**src/rtl/spi_reg_pkg.sv**
```systemverilog
// Package: shared address map and status bit positions of the SPI register unit.
// Assumes word addressing on a narrow bus; positions that software decodes are fixed here.
package spi_reg_pkg;
    localparam int OFS_CTRL   = 0;
    localparam int OFS_TXDATA = 1;
    localparam int OFS_STATUS = 2;
    localparam int OFS_RXDATA = 3;
    localparam int OFS_IRQ_ON = 4;
    localparam int OFS_IRQ_OFF= 5;
    localparam int OFS_MASK   = 6;

    localparam int CTL_ENABLE  = 0;
    localparam int CTL_DISABLE = 1;
    localparam int CTL_SWRST   = 7;

    localparam int ST_RXFULL  = 0;
    localparam int ST_TXEMPTY = 1;
    localparam int ST_MODEF   = 2;
    localparam int ST_OVERRUN = 3;
    localparam int ST_ENABLED = 16;

    localparam int NUM_FLAGS = 4;
endpackage

```
**src/rtl/spi_en_ctrl.sv**
```systemverilog
// Module: enable state machine. Tracks the enabled state and a deferred disable
// request that waits for the serializer to go idle. Assumes soft_clr is a one-cycle pulse.
module spi_en_ctrl (
    input  logic clk,
    input  logic rst_n,
    input  logic soft_clr,
    input  logic ctl_wr,
    input  logic en_bit,
    input  logic dis_bit,
    input  logic ser_busy,
    output logic en_q,
    output logic en_d,
    output logic en_rise
);
    logic pend_q, pend_d;

    // Next enable/pending state; disable wins over enable in one write.
    always_comb begin
        en_d   = en_q;
        pend_d = pend_q;
        if (ctl_wr && dis_bit) begin
            if (en_q && ser_busy) begin
                pend_d = 1'b1;
            end else begin
                en_d   = 1'b0;
                pend_d = 1'b0;
            end
        end else if (ctl_wr && en_bit) begin
            en_d   = 1'b1;
            pend_d = 1'b0;
        end else if (pend_q && !ser_busy) begin
            en_d   = 1'b0;
            pend_d = 1'b0;
        end
    end

    assign en_rise = en_d && !en_q;

    // State registers with synchronous and software reset.
    always_ff @(posedge clk) begin
        if (!rst_n || soft_clr) begin
            en_q   <= 1'b0;
            pend_q <= 1'b0;
        end else begin
            en_q   <= en_d;
            pend_q <= pend_d;
        end
    end

    // while a transfer is active and no reset occurs, enabled cannot drop.
    p_disable_waits_r4: assert property (@(posedge clk) disable iff (!rst_n)
        (en_q && ser_busy && !soft_clr) |=> en_q);
    // a write with both command bits set never leaves the unit newly enabled.
    p_dis_priority_r3: assert property (@(posedge clk) disable iff (!rst_n)
        (ctl_wr && en_bit && dis_bit && !en_q) |=> !en_q);
endmodule

```
**src/rtl/spi_data_flags.sv**
```systemverilog
// Module: transmit/receive data holding registers and status flags.
// Assumes en_q/en_d/en_rise come from the enable controller; serializer events are gated by en_q.
module spi_data_flags #(
    parameter int DATA_W = 16
) (
    input  logic              clk,
    input  logic              rst_n,
    input  logic              soft_clr,
    input  logic              en_q,
    input  logic              en_d,
    input  logic              en_rise,
    input  logic              tx_wr,
    input  logic [DATA_W-1:0] tx_wdata,
    input  logic              ser_load,
    input  logic              ser_rx_valid,
    input  logic [DATA_W-1:0] ser_rx_data,
    input  logic              ser_mode_fault,
    input  logic              rd_status,
    input  logic              rd_rx,
    output logic              txe_q,
    output logic              rxf_q,
    output logic              ovr_q,
    output logic              mf_q,
    output logic [DATA_W-1:0] tx_word,
    output logic [DATA_W-1:0] rx_word,
    output logic              tx_pending
);
    logic rx_ev, mf_ev, ovr_ev, load_ev;

    assign tx_pending = en_q && !txe_q;
    assign load_ev    = ser_load && tx_pending;
    assign rx_ev      = ser_rx_valid && en_q;
    assign mf_ev      = ser_mode_fault && en_q;
    assign ovr_ev     = rx_ev && rxf_q && !rd_rx;

    // Transmit-empty handshake and holding register.
    always_ff @(posedge clk) begin
        if (!rst_n || soft_clr) begin
            txe_q   <= 1'b0;
            tx_word <= '0;
        end else begin
            if (tx_wr) tx_word <= tx_wdata;
            if (!en_d)         txe_q <= 1'b0;
            else if (en_rise)  txe_q <= 1'b1;
            else if (tx_wr)    txe_q <= 1'b0;
            else if (load_ev)  txe_q <= 1'b1;
        end
    end

    // Receive holding register and receive-full flag.
    always_ff @(posedge clk) begin
        if (!rst_n || soft_clr) begin
            rxf_q   <= 1'b0;
            rx_word <= '0;
        end else if (rx_ev) begin
            rxf_q   <= 1'b1;
            rx_word <= ser_rx_data;
        end else if (rd_rx) begin
            rxf_q   <= 1'b0;
        end
    end

    // Sticky error flags; a same-cycle event beats the clearing status read.
    always_ff @(posedge clk) begin
        if (!rst_n || soft_clr) begin
            ovr_q <= 1'b0;
            mf_q  <= 1'b0;
        end else begin
            if (ovr_ev)         ovr_q <= 1'b1;
            else if (rd_status) ovr_q <= 1'b0;
            if (mf_ev)          mf_q  <= 1'b1;
            else if (rd_status) mf_q  <= 1'b0;
        end
    end

    // transmit-empty is never set while disabled.
    p_txe_off_disabled_r6: assert property (@(posedge clk) disable iff (!rst_n)
        !en_q |-> !txe_q);
    // overrun can only rise if the receive register was already full.
    p_ovr_needs_full_r8: assert property (@(posedge clk) disable iff (!rst_n)
        $rose(ovr_q) |-> $past(rxf_q));
    // a receive-data read without a new word empties the register.
    p_rd_clears_full_r7: assert property (@(posedge clk) disable iff (!rst_n)
        (rd_rx && !rx_ev && !soft_clr) |=> !rxf_q);
    // mode fault holds until a status read.
    p_mf_sticky_r9: assert property (@(posedge clk) disable iff (!rst_n)
        (mf_q && !rd_status && !soft_clr) |=> mf_q);
    // with the unit disabled, the receive register does not change.
    p_rx_ignored_r11: assert property (@(posedge clk) disable iff (!rst_n)
        (!en_q && !soft_clr) |=> $stable(rx_word));
endmodule

```
**src/rtl/spi_irq_mask.sv**
```systemverilog
// Module: interrupt mask register with set/clear write ports and the masked OR.
// Assumes set and clear writes never coincide (they have distinct addresses).
module spi_irq_mask #(
    parameter int NSRC = 4
) (
    input  logic            clk,
    input  logic            rst_n,
    input  logic            soft_clr,
    input  logic            set_wr,
    input  logic            clr_wr,
    input  logic [NSRC-1:0] wbits,
    input  logic [NSRC-1:0] flags,
    output logic [NSRC-1:0] mask_q,
    output logic            irq
);
    logic [NSRC-1:0] hit;

    for (genvar g = 0; g < NSRC; g++) begin : g_src
        // One mask bit per source.
        always_ff @(posedge clk) begin
            if (!rst_n || soft_clr)          mask_q[g] <= 1'b0;
            else if (set_wr && wbits[g])     mask_q[g] <= 1'b1;
            else if (clr_wr && wbits[g])     mask_q[g] <= 1'b0;
        end
        assign hit[g] = flags[g] && mask_q[g];
    end

    assign irq = |hit;

    // bits written through the set port are present one cycle later.
    p_mask_set_r10: assert property (@(posedge clk) disable iff (!rst_n)
        (set_wr && !soft_clr) |=> ((mask_q & $past(wbits)) == $past(wbits)));
    // bits written through the clear port are absent one cycle later.
    p_mask_clr_r10: assert property (@(posedge clk) disable iff (!rst_n)
        clr_wr |=> ((mask_q & $past(wbits)) == '0));
endmodule

```
**src/rtl/spi_regblock.sv**
```systemverilog
// Module: top of the SPI control/status register unit. Decodes the bus,
// builds read data and wires the enable controller, flag logic and irq mask.
// Assumes one bus operation per cycle; read data is combinational.
module spi_regblock #(
    parameter int ADDR_W = 3,
    parameter int BUS_W  = 32,
    parameter int DATA_W = 16
) (
    input  logic              clk,
    input  logic              rst_n,
    input  logic              bus_wr,
    input  logic              bus_rd,
    input  logic [ADDR_W-1:0] bus_addr,
    input  logic [BUS_W-1:0]  bus_wdata,
    output logic [BUS_W-1:0]  bus_rdata,
    input  logic              ser_busy,
    input  logic              ser_load,
    input  logic              ser_rx_valid,
    input  logic [DATA_W-1:0] ser_rx_data,
    input  logic              ser_mode_fault,
    output logic [DATA_W-1:0] tx_word,
    output logic              tx_pending,
    output logic              spi_enabled,
    output logic              irq
);
    import spi_reg_pkg::*;

    localparam logic [ADDR_W-1:0] A_CTRL = ADDR_W'(OFS_CTRL);
    localparam logic [ADDR_W-1:0] A_TX   = ADDR_W'(OFS_TXDATA);
    localparam logic [ADDR_W-1:0] A_ST   = ADDR_W'(OFS_STATUS);
    localparam logic [ADDR_W-1:0] A_RX   = ADDR_W'(OFS_RXDATA);
    localparam logic [ADDR_W-1:0] A_ION  = ADDR_W'(OFS_IRQ_ON);
    localparam logic [ADDR_W-1:0] A_IOFF = ADDR_W'(OFS_IRQ_OFF);
    localparam logic [ADDR_W-1:0] A_MASK = ADDR_W'(OFS_MASK);

    logic ctl_wr, tx_wr, ion_wr, ioff_wr, rd_status, rd_rx, soft_clr;
    logic en_q, en_d, en_rise;
    logic txe_q, rxf_q, ovr_q, mf_q;
    logic [DATA_W-1:0]    rx_word;
    logic [NUM_FLAGS-1:0] flags, mask_q;
    logic unused_wbits;

    assign ctl_wr    = bus_wr && (bus_addr == A_CTRL);
    assign tx_wr     = bus_wr && (bus_addr == A_TX);
    assign ion_wr    = bus_wr && (bus_addr == A_ION);
    assign ioff_wr   = bus_wr && (bus_addr == A_IOFF);
    assign rd_status = bus_rd && (bus_addr == A_ST);
    assign rd_rx     = bus_rd && (bus_addr == A_RX);
    assign soft_clr  = ctl_wr && bus_wdata[CTL_SWRST];
    assign unused_wbits = ^bus_wdata[BUS_W-1:DATA_W];

    spi_en_ctrl u_en (
        .clk      (clk),
        .rst_n    (rst_n),
        .soft_clr (soft_clr),
        .ctl_wr   (ctl_wr),
        .en_bit   (bus_wdata[CTL_ENABLE]),
        .dis_bit  (bus_wdata[CTL_DISABLE]),
        .ser_busy (ser_busy),
        .en_q     (en_q),
        .en_d     (en_d),
        .en_rise  (en_rise)
    );

    spi_data_flags #(.DATA_W(DATA_W)) u_flags (
        .clk            (clk),
        .rst_n          (rst_n),
        .soft_clr       (soft_clr),
        .en_q           (en_q),
        .en_d           (en_d),
        .en_rise        (en_rise),
        .tx_wr          (tx_wr),
        .tx_wdata       (bus_wdata[DATA_W-1:0]),
        .ser_load       (ser_load),
        .ser_rx_valid   (ser_rx_valid),
        .ser_rx_data    (ser_rx_data),
        .ser_mode_fault (ser_mode_fault),
        .rd_status      (rd_status),
        .rd_rx          (rd_rx),
        .txe_q          (txe_q),
        .rxf_q          (rxf_q),
        .ovr_q          (ovr_q),
        .mf_q           (mf_q),
        .tx_word        (tx_word),
        .rx_word        (rx_word),
        .tx_pending     (tx_pending)
    );

    assign flags = {ovr_q, mf_q, txe_q, rxf_q};

    spi_irq_mask #(.NSRC(NUM_FLAGS)) u_irq (
        .clk      (clk),
        .rst_n    (rst_n),
        .soft_clr (soft_clr),
        .set_wr   (ion_wr),
        .clr_wr   (ioff_wr),
        .wbits    (bus_wdata[NUM_FLAGS-1:0]),
        .flags    (flags),
        .mask_q   (mask_q),
        .irq      (irq)
    );

    assign spi_enabled = en_q;

    // Read multiplexer; unmapped addresses return zero.
    always_comb begin
        bus_rdata = '0;
        if (bus_rd) begin
            unique case (bus_addr)
                A_ST: begin
                    bus_rdata[ST_RXFULL]  = rxf_q;
                    bus_rdata[ST_TXEMPTY] = txe_q;
                    bus_rdata[ST_MODEF]   = mf_q;
                    bus_rdata[ST_OVERRUN] = ovr_q;
                    bus_rdata[ST_ENABLED] = en_q;
                end
                A_RX:    bus_rdata[DATA_W-1:0]    = rx_word;
                A_MASK:  bus_rdata[NUM_FLAGS-1:0] = mask_q;
                default: bus_rdata = '0;
            endcase
        end
    end

    // software reset leaves the unit disabled and the mask empty.
    p_swrst_clears_r5: assert property (@(posedge clk) disable iff (!rst_n)
        soft_clr |=> (!spi_enabled && !irq && !tx_pending));
    // the transmit word follows a transmit write.
    p_txword_r6: assert property (@(posedge clk) disable iff (!rst_n)
        (tx_wr && !soft_clr) |=> (tx_word == $past(bus_wdata[DATA_W-1:0])));
endmodule

```
**config.mk**
```make
export PLATFORM = sky130hd
export DESIGN_NAME = spi_regblock
export DESIGN_NICKNAME = d
export VERILOG_FILES = /design/src/rtl/spi_reg_pkg.sv /design/src/rtl/spi_en_ctrl.sv /design/src/rtl/spi_data_flags.sv /design/src/rtl/spi_irq_mask.sv /design/src/rtl/spi_regblock.sv
export SDC_FILE = /design/constraint.sdc
export NUM_CORES = 1
export LEC_CHECK = 0
export ABC_AREA = 1
export BUFFER_PORTS_ARGS = -buffer_cell sky130_fd_sc_hd__buf_4
export CAP_MARGIN = 20
export CORE_ASPECT_RATIO = 0.6
export CORE_UTILIZATION = 25
export DETAILED_ROUTE_END_ITERATION = 8
export GPL_TIMING_DRIVEN = 0
export PLACE_DENSITY = 0.59
export SLEW_MARGIN = 25
export SYNTH_ARGS = -nofsm -noshare
export SYNTH_HDL_FRONTEND = slang
export SYNTH_SLANG_ARGS = --single-unit
export TNS_END_PERCENT = 50
```
**constraint.sdc**
```tcl
create_clock -name clk -period 1.1 [get_ports clk]
set_input_delay 0.22 -clock clk [delete_from_list [all_inputs] [get_ports clk]]
set_output_delay 0.22 -clock clk [all_outputs]
set_load 0.05 [all_outputs]
```
### After elaboration in Yosys (flattened, before gate mapping)

Cells that the tools add are included.

* flip-flop bits (word level): 42
* input port bits: 59
* output and inout port bits: 51
* word-level logic and storage cells: 95

* equal/unequal tests: 6
* muxes and demuxes: 28
* bitwise logic cells: 1
* reduce and logical (&&, ||, !) cells: 48

Operators with widths (number)
* $logic_and A1 B1 Y1: 30
* $mux W1: 25
* $mux W17: 1
* $reduce_bool A2 Y1: 7
* $mux W12: 1
* $pmux W4 S3: 1
* $eq A3 B3 Y1 const B: 3
* $eq A3 B2 Y1 const B: 2
* $reduce_bool A3 Y1: 2
* $logic_not A1 Y1: 5
* $reduce_or A4 Y1: 1
* $eq A3 B1 Y1 const B: 1
* $logic_not A3 Y1: 1
* $reduce_or A2 Y1: 1
* $logic_or A1 B1 Y1: 1
* $not A1 Y1: 1

### Logic depth before layout (Yosys ltp)

* word-level depth: 7
* depth in mapped cells: 8
* mapped depth without buffers: 7

### Hierarchy

Synthesis repeated with hierarchy kept, for this count alone.

* cell total of the unflattened synthesis: 297
* area total of the unflattened synthesis: 2114.5 um^2

Modules (own cells, without submodules)
* spi_data_flags: instances 1, cells each 165, area an instance 1326.3 um^2, seq. area each 720.7 um^2
* spi_regblock: instances 1, cells each 87, area an instance 494.2 um^2, seq. area each 0.0 um^2
* spi_irq_mask: instances 1, cells each 27, area an instance 173.9 um^2, seq. area each 80.1 um^2
* spi_en_ctrl: instances 1, cells each 18, area an instance 120.1 um^2, seq. area each 40.0 um^2

### Least setup slack after synthesis

No wires, ideal clock.

* path kind: register -> output
* start: reg u_en.en_q
* end: out bus_rdata[16]
* data arrival time: 1.563 ns
* required time: 0.880 ns
* slack: -0.683 ns
* stages on the path, launching flop included: 4
* buffers on the path: 1
* cells stage by stage: dfxtp_1 -> buf_2 -> inv_1 -> nor2_1

* cells in the longest elaborated chain, start to end: 2

RTL lines
* start: declaration: line spi_en_ctrl.sv:11 `output logic en_q,`
* start signal: assignment: line spi_en_ctrl.sv:45 `en_q <= en_d;`
* $mux W1: line spi_regblock.sv:109 `unique case (bus_addr)`
* $mux W17: line spi_regblock.sv:108 `if (bus_rd) begin`
* end: declaration: line spi_regblock.sv:15 `output logic [BUS_W-1:0] bus_rdata,`

Every way passes these cells.

### Final worst setup path

* start: reg u_irq.mask_q[3]
* end: out irq

* cells in the longest elaborated chain, start to end: 2

RTL lines
* start: declaration: line spi_irq_mask.sv:13 `output logic [NSRC-1:0] mask_q,`
* start signal: indexed assignment: line spi_irq_mask.sv:21 `if (!rst_n || soft_clr) mask_q[g] <= 1'b0;`
* start signal: indexed assignment: line spi_irq_mask.sv:22 `else if (set_wr && wbits[g]) mask_q[g] <= 1'b1;`
* start signal: indexed assignment: line spi_irq_mask.sv:23 `else if (clr_wr && wbits[g]) mask_q[g] <= 1'b0;`
* $logic_and A1 B1 Y1: line spi_irq_mask.sv:25 `assign hit[g] = flags[g] && mask_q[g];`
* $reduce_or A4 Y1: line spi_irq_mask.sv:28 `assign irq = |hit;`
* end: declaration: line spi_regblock.sv:24 `output logic irq`

Every way passes these cells.

==> summary.md <==
| Metric | Value |
|---|---|
| Post-synthesis instance area | `about 2000 um^2` |
| Largest net degree at the start of global routing | `14` |
| Yosys top cell by area | `sky130_fd_sc_hd__dfxtp_1` |
| Placer congestion estimate | `roughly 0.79` |
| Share of layout cells above drive strength 1 | `47.2%` |
| Count of warnings emitted by yosys | `0` |
| Top-level port count | `110` |
| Peak-usage layer in the global routing report | `met1` |
| PD cells | `1100 nW/um^2` |
| Maximum clock frequency | `727 MHz` |
| Vias in the first global route | `1889` |
| Share of flip-flops with an asynchronous set or reset | `0%` |
| Die outline width | `approximately 120 um` |
| Critical path type | `flop to output port` |
| Vias per cell | `around 4.3` |
| Number of cells produced by synthesis | `293` |
| Mean cell area of the mapped netlist | `6.88 um^2` |
| Global-route congestion overflow total | `0` |
| Detailed-route DRC error count | `0` |
| IO Port Bufs | `77` |
| Initial core utilization | `between 20% and 30%` |
| Combined global-route utilization of all metal layers | `between 10% and 20%` |
| Violations in the final reports | `negative setup slack` |
| RSZ-0062 raised after global routing | `yes` |
| Worst-path maximum fanout | `2` |
| Sequential cell area | `865 um^2` |
| Met2 demand-to-capacity share in global routing | `about a fifth` |
| Total count of max-transition violations in the final report | `0` |
| Worst min-delay path category | `primary input to flop` |
| Part of the Yosys area used for sequential elements | `around two fifths` |
| Final net count | `467` |
| Run status | `finished, violations left` |
| TritonCTS Buffers | `5` |
| Placed Area | `2950 um^2` |
| Worst r2r path cells | `7` |
| Depth of the worst hold-timing path | `3` |
| Die Y-Extent | `roughly 72 um` |
| Most common flop cell mapped by yosys | `sky130_fd_sc_hd__dfxtp_1` |
| Unique cell type count in the Yosys netlist | `22` |
| Die area | `~8400 um^2` |
| Share of the core filled with cells | `between 40% and 50%` |
| Global Route met3 Usage | `5.02%` |
| Final setup fails | `19` |
| Detailed router's first-iteration violation count | `120` |
| Peak supply drop | `0.836 mV` |
| Area growth from synthesis to layout | `76.5%` |
| Finished layout cell area | `roughly 3600 um^2` |
| Area of combinational cells with multiple inputs | `~1200 um^2` |
| Final worst-path cycle share | `125%` |
| Static leakage | `approximately 0.0014 uW` |
| Final number of hold-violating endpoints | `0` |
| Synthesized flop and latch total | `42` |
| EDFF count, synth | `0` |
| Number of placement rows | `24` |
| Crit end category | `output port` |
| Top cells by area, synth | `sky130_fd_sc_hd__dfxtp_1, sky130_fd_sc_hd__nand2_1, sky130_fd_sc_hd__a21oi_1, sky130_fd_sc_hd__nand3_1, sky130_fd_sc_hd__inv_1` |
| Final routed wirelength across all metal layers | `6300 um` |
| Number of max-cap violations | `0` |
| Count of H-tree levels built during CTS | `2` |
| Final Critical Period | `between 1 and 1.5 ns` |
| Hold-fix buffers at CTS | `0` |
| Post-Route Skew | `between 0.003 and 0.004 ns` |
| Pre-Repair DR Iteration Count | `4` |
| Final setup margin | `-0.276 ns` |
| DPL Wire Length | `4630 um` |
| Number of fillers in the final layout | `758` |
| CTS tree | `done` |
| Data arrival time at the worst-slack endpoint | `~1.2 ns` |
| Met1 Usage GRT | `a little over a fifth` |
| Remaining antenna violation count | `0` |
| CTS Root Buffer Type | `sky130_fd_sc_hd__clkbuf_16` |
| Final antenna diode count | `0` |
| Req. time, crit path | `just under 0.9 ns` |
| Vias | `approximately 2200` |
| Worst-path clk slew | `roughly 0.06 ns` |
| Clock Path Buffers | `2` |
| Average routed wire per standard cell | `roughly 12 um` |
| Number of antenna violations at the first check in global routing | `0` |
| Startpoint kind of the worst setup timing path | `flop` |
| Total number of clock tree sinks | `42` |
| Core area | `between 7000 and 8000 um^2` |
| Commonest non-fill, non-tap cells in the layout | `sky130_fd_sc_hd__buf_4, sky130_fd_sc_hd__nand2_1, sky130_fd_sc_hd__a21oi_1` |
| Clock latency at the later pin of the worst-skew pair | `0.28 ns` |
| Wire length of the first global-routing pass | `9400 um` |
| Share of the synthesized area in the top cell type | `41.7%` |
| Leading cell type in the layout, fill and taps excluded | `sky130_fd_sc_hd__buf_4` |
[stage by stage]
stage	cells	TNS, ns	worst slack (ns)	hold WS (ns)	power, uW
after floorplan	307	-2.40	-0.200	0.363	1970
after global placement	488	-16.04	-0.566	0.449	2180
after detailed placement	488	-16.67	-0.573	0.457	2180
after CTS	504	-3.69	-0.264	0.192	3910
after global routing	513	-5.06	-0.307	0.199	4080
final	513	-4.14	-0.276	0.198	3920
[cells by family after synthesis]
family,count (synthesis),synth area share (%)
buffers and inverters,65,16.1
and+or+nand+nor,133,28.8
AOI/OAI and AO/OA,52,13.2
other,1,0.186
DFF,42,41.7
[area by class of cell]
cell class                      instances  area share, %
Multi-Input combinational cell        201           32.6
Sequential cell                        42           24.3
Timing Repair Buffer                   95           23.9
Buffer                                 27           6.41
Inverter                               36           4.22
Clock buffer                            7           4.01
Tap cell                              104           3.66
Clock inverter                          1          0.845
[cell usage after synthesis (2+ instances only)]
library cell,instances
sky130_fd_sc_hd__clkbuf_1,3
sky130_fd_sc_hd__o22ai_1,4
sky130_fd_sc_hd__nor2_1,26
sky130_fd_sc_hd__buf_2,9
sky130_fd_sc_hd__nor2_2,2
sky130_fd_sc_hd__dfxtp_1,42
sky130_fd_sc_hd__nand4_1,7
sky130_fd_sc_hd__buf_4,16
sky130_fd_sc_hd__o21ai_0,6
sky130_fd_sc_hd__a21oi_1,41
sky130_fd_sc_hd__inv_1,34
sky130_fd_sc_hd__nand3_1,26
sky130_fd_sc_hd__nand2_1,68
[what timing repair did]
item / CTS / global route
endpoints found under the setup margin: 32 / 61
cloned: 1 / 2
pin swaps: 10 / 14
resized for setup: 60 / 35
setup buffers: 8 / 8
[flip-flops by register name, summed over array words and instances (netlist names)]
name             cells
u_flags.rx_word     16
u_flags.tx_word     16
u_irq.mask_q         4
u_en.en_q            1
u_en.pend_q          1
u_flags.mf_q         1
u_flags.ovr_q        1
u_flags.rxf_q        1
u_flags.txe_q        1
[layer usage]
metal | vias up | share of wire, %
li1 | 1134 | -
met1 | 1022 | 52
met2 | 64 | 42
met3 | 4 | 6.5
met4 | 0 | 0.24
met5 | - | 0
[final timing paths]
check	from	end	slack [ns]
hold reg to reg	u_flags.rx_word[15]$_SDFFE_PP0P_	u_flags.rx_word[15]$_SDFFE_PP0P_	0.46
setup reg to reg	u_en.en_q$_SDFF_PP0_	u_en.en_q$_SDFF_PP0_	0.03
hold / removal	bus_wdata[12]	u_flags.tx_word[12]$_SDFFE_PP0P_	0.20
setup / recovery	u_irq.mask_q[3]$_SDFFE_PP0P_	irq	-0.28
[worst max-delay path, stage by stage (launching register included)]
cell,delay [ns]
sky130_fd_sc_hd__dfxtp_2,0.32
sky130_fd_sc_hd__inv_2,0.09
sky130_fd_sc_hd__o22ai_2,0.08
sky130_fd_sc_hd__a21oi_2,0.16
sky130_fd_sc_hd__o21ai_4,0.08
sky130_fd_sc_hd__buf_6,0.15
[power breakdown]
group | switching [uW] | internal [uW] | total (uW) | leakage [uW]
registers | 16.1 | 1540 | 1560 | 0.000347
clock network | 564 | 1130 | 1700 | 0.0000841
logic | 407 | 257 | 664 | 0.000988
total | 987 | 2930 | 3920 | 0.00142
No activity file was read; power rests on OpenSTA's default activity.
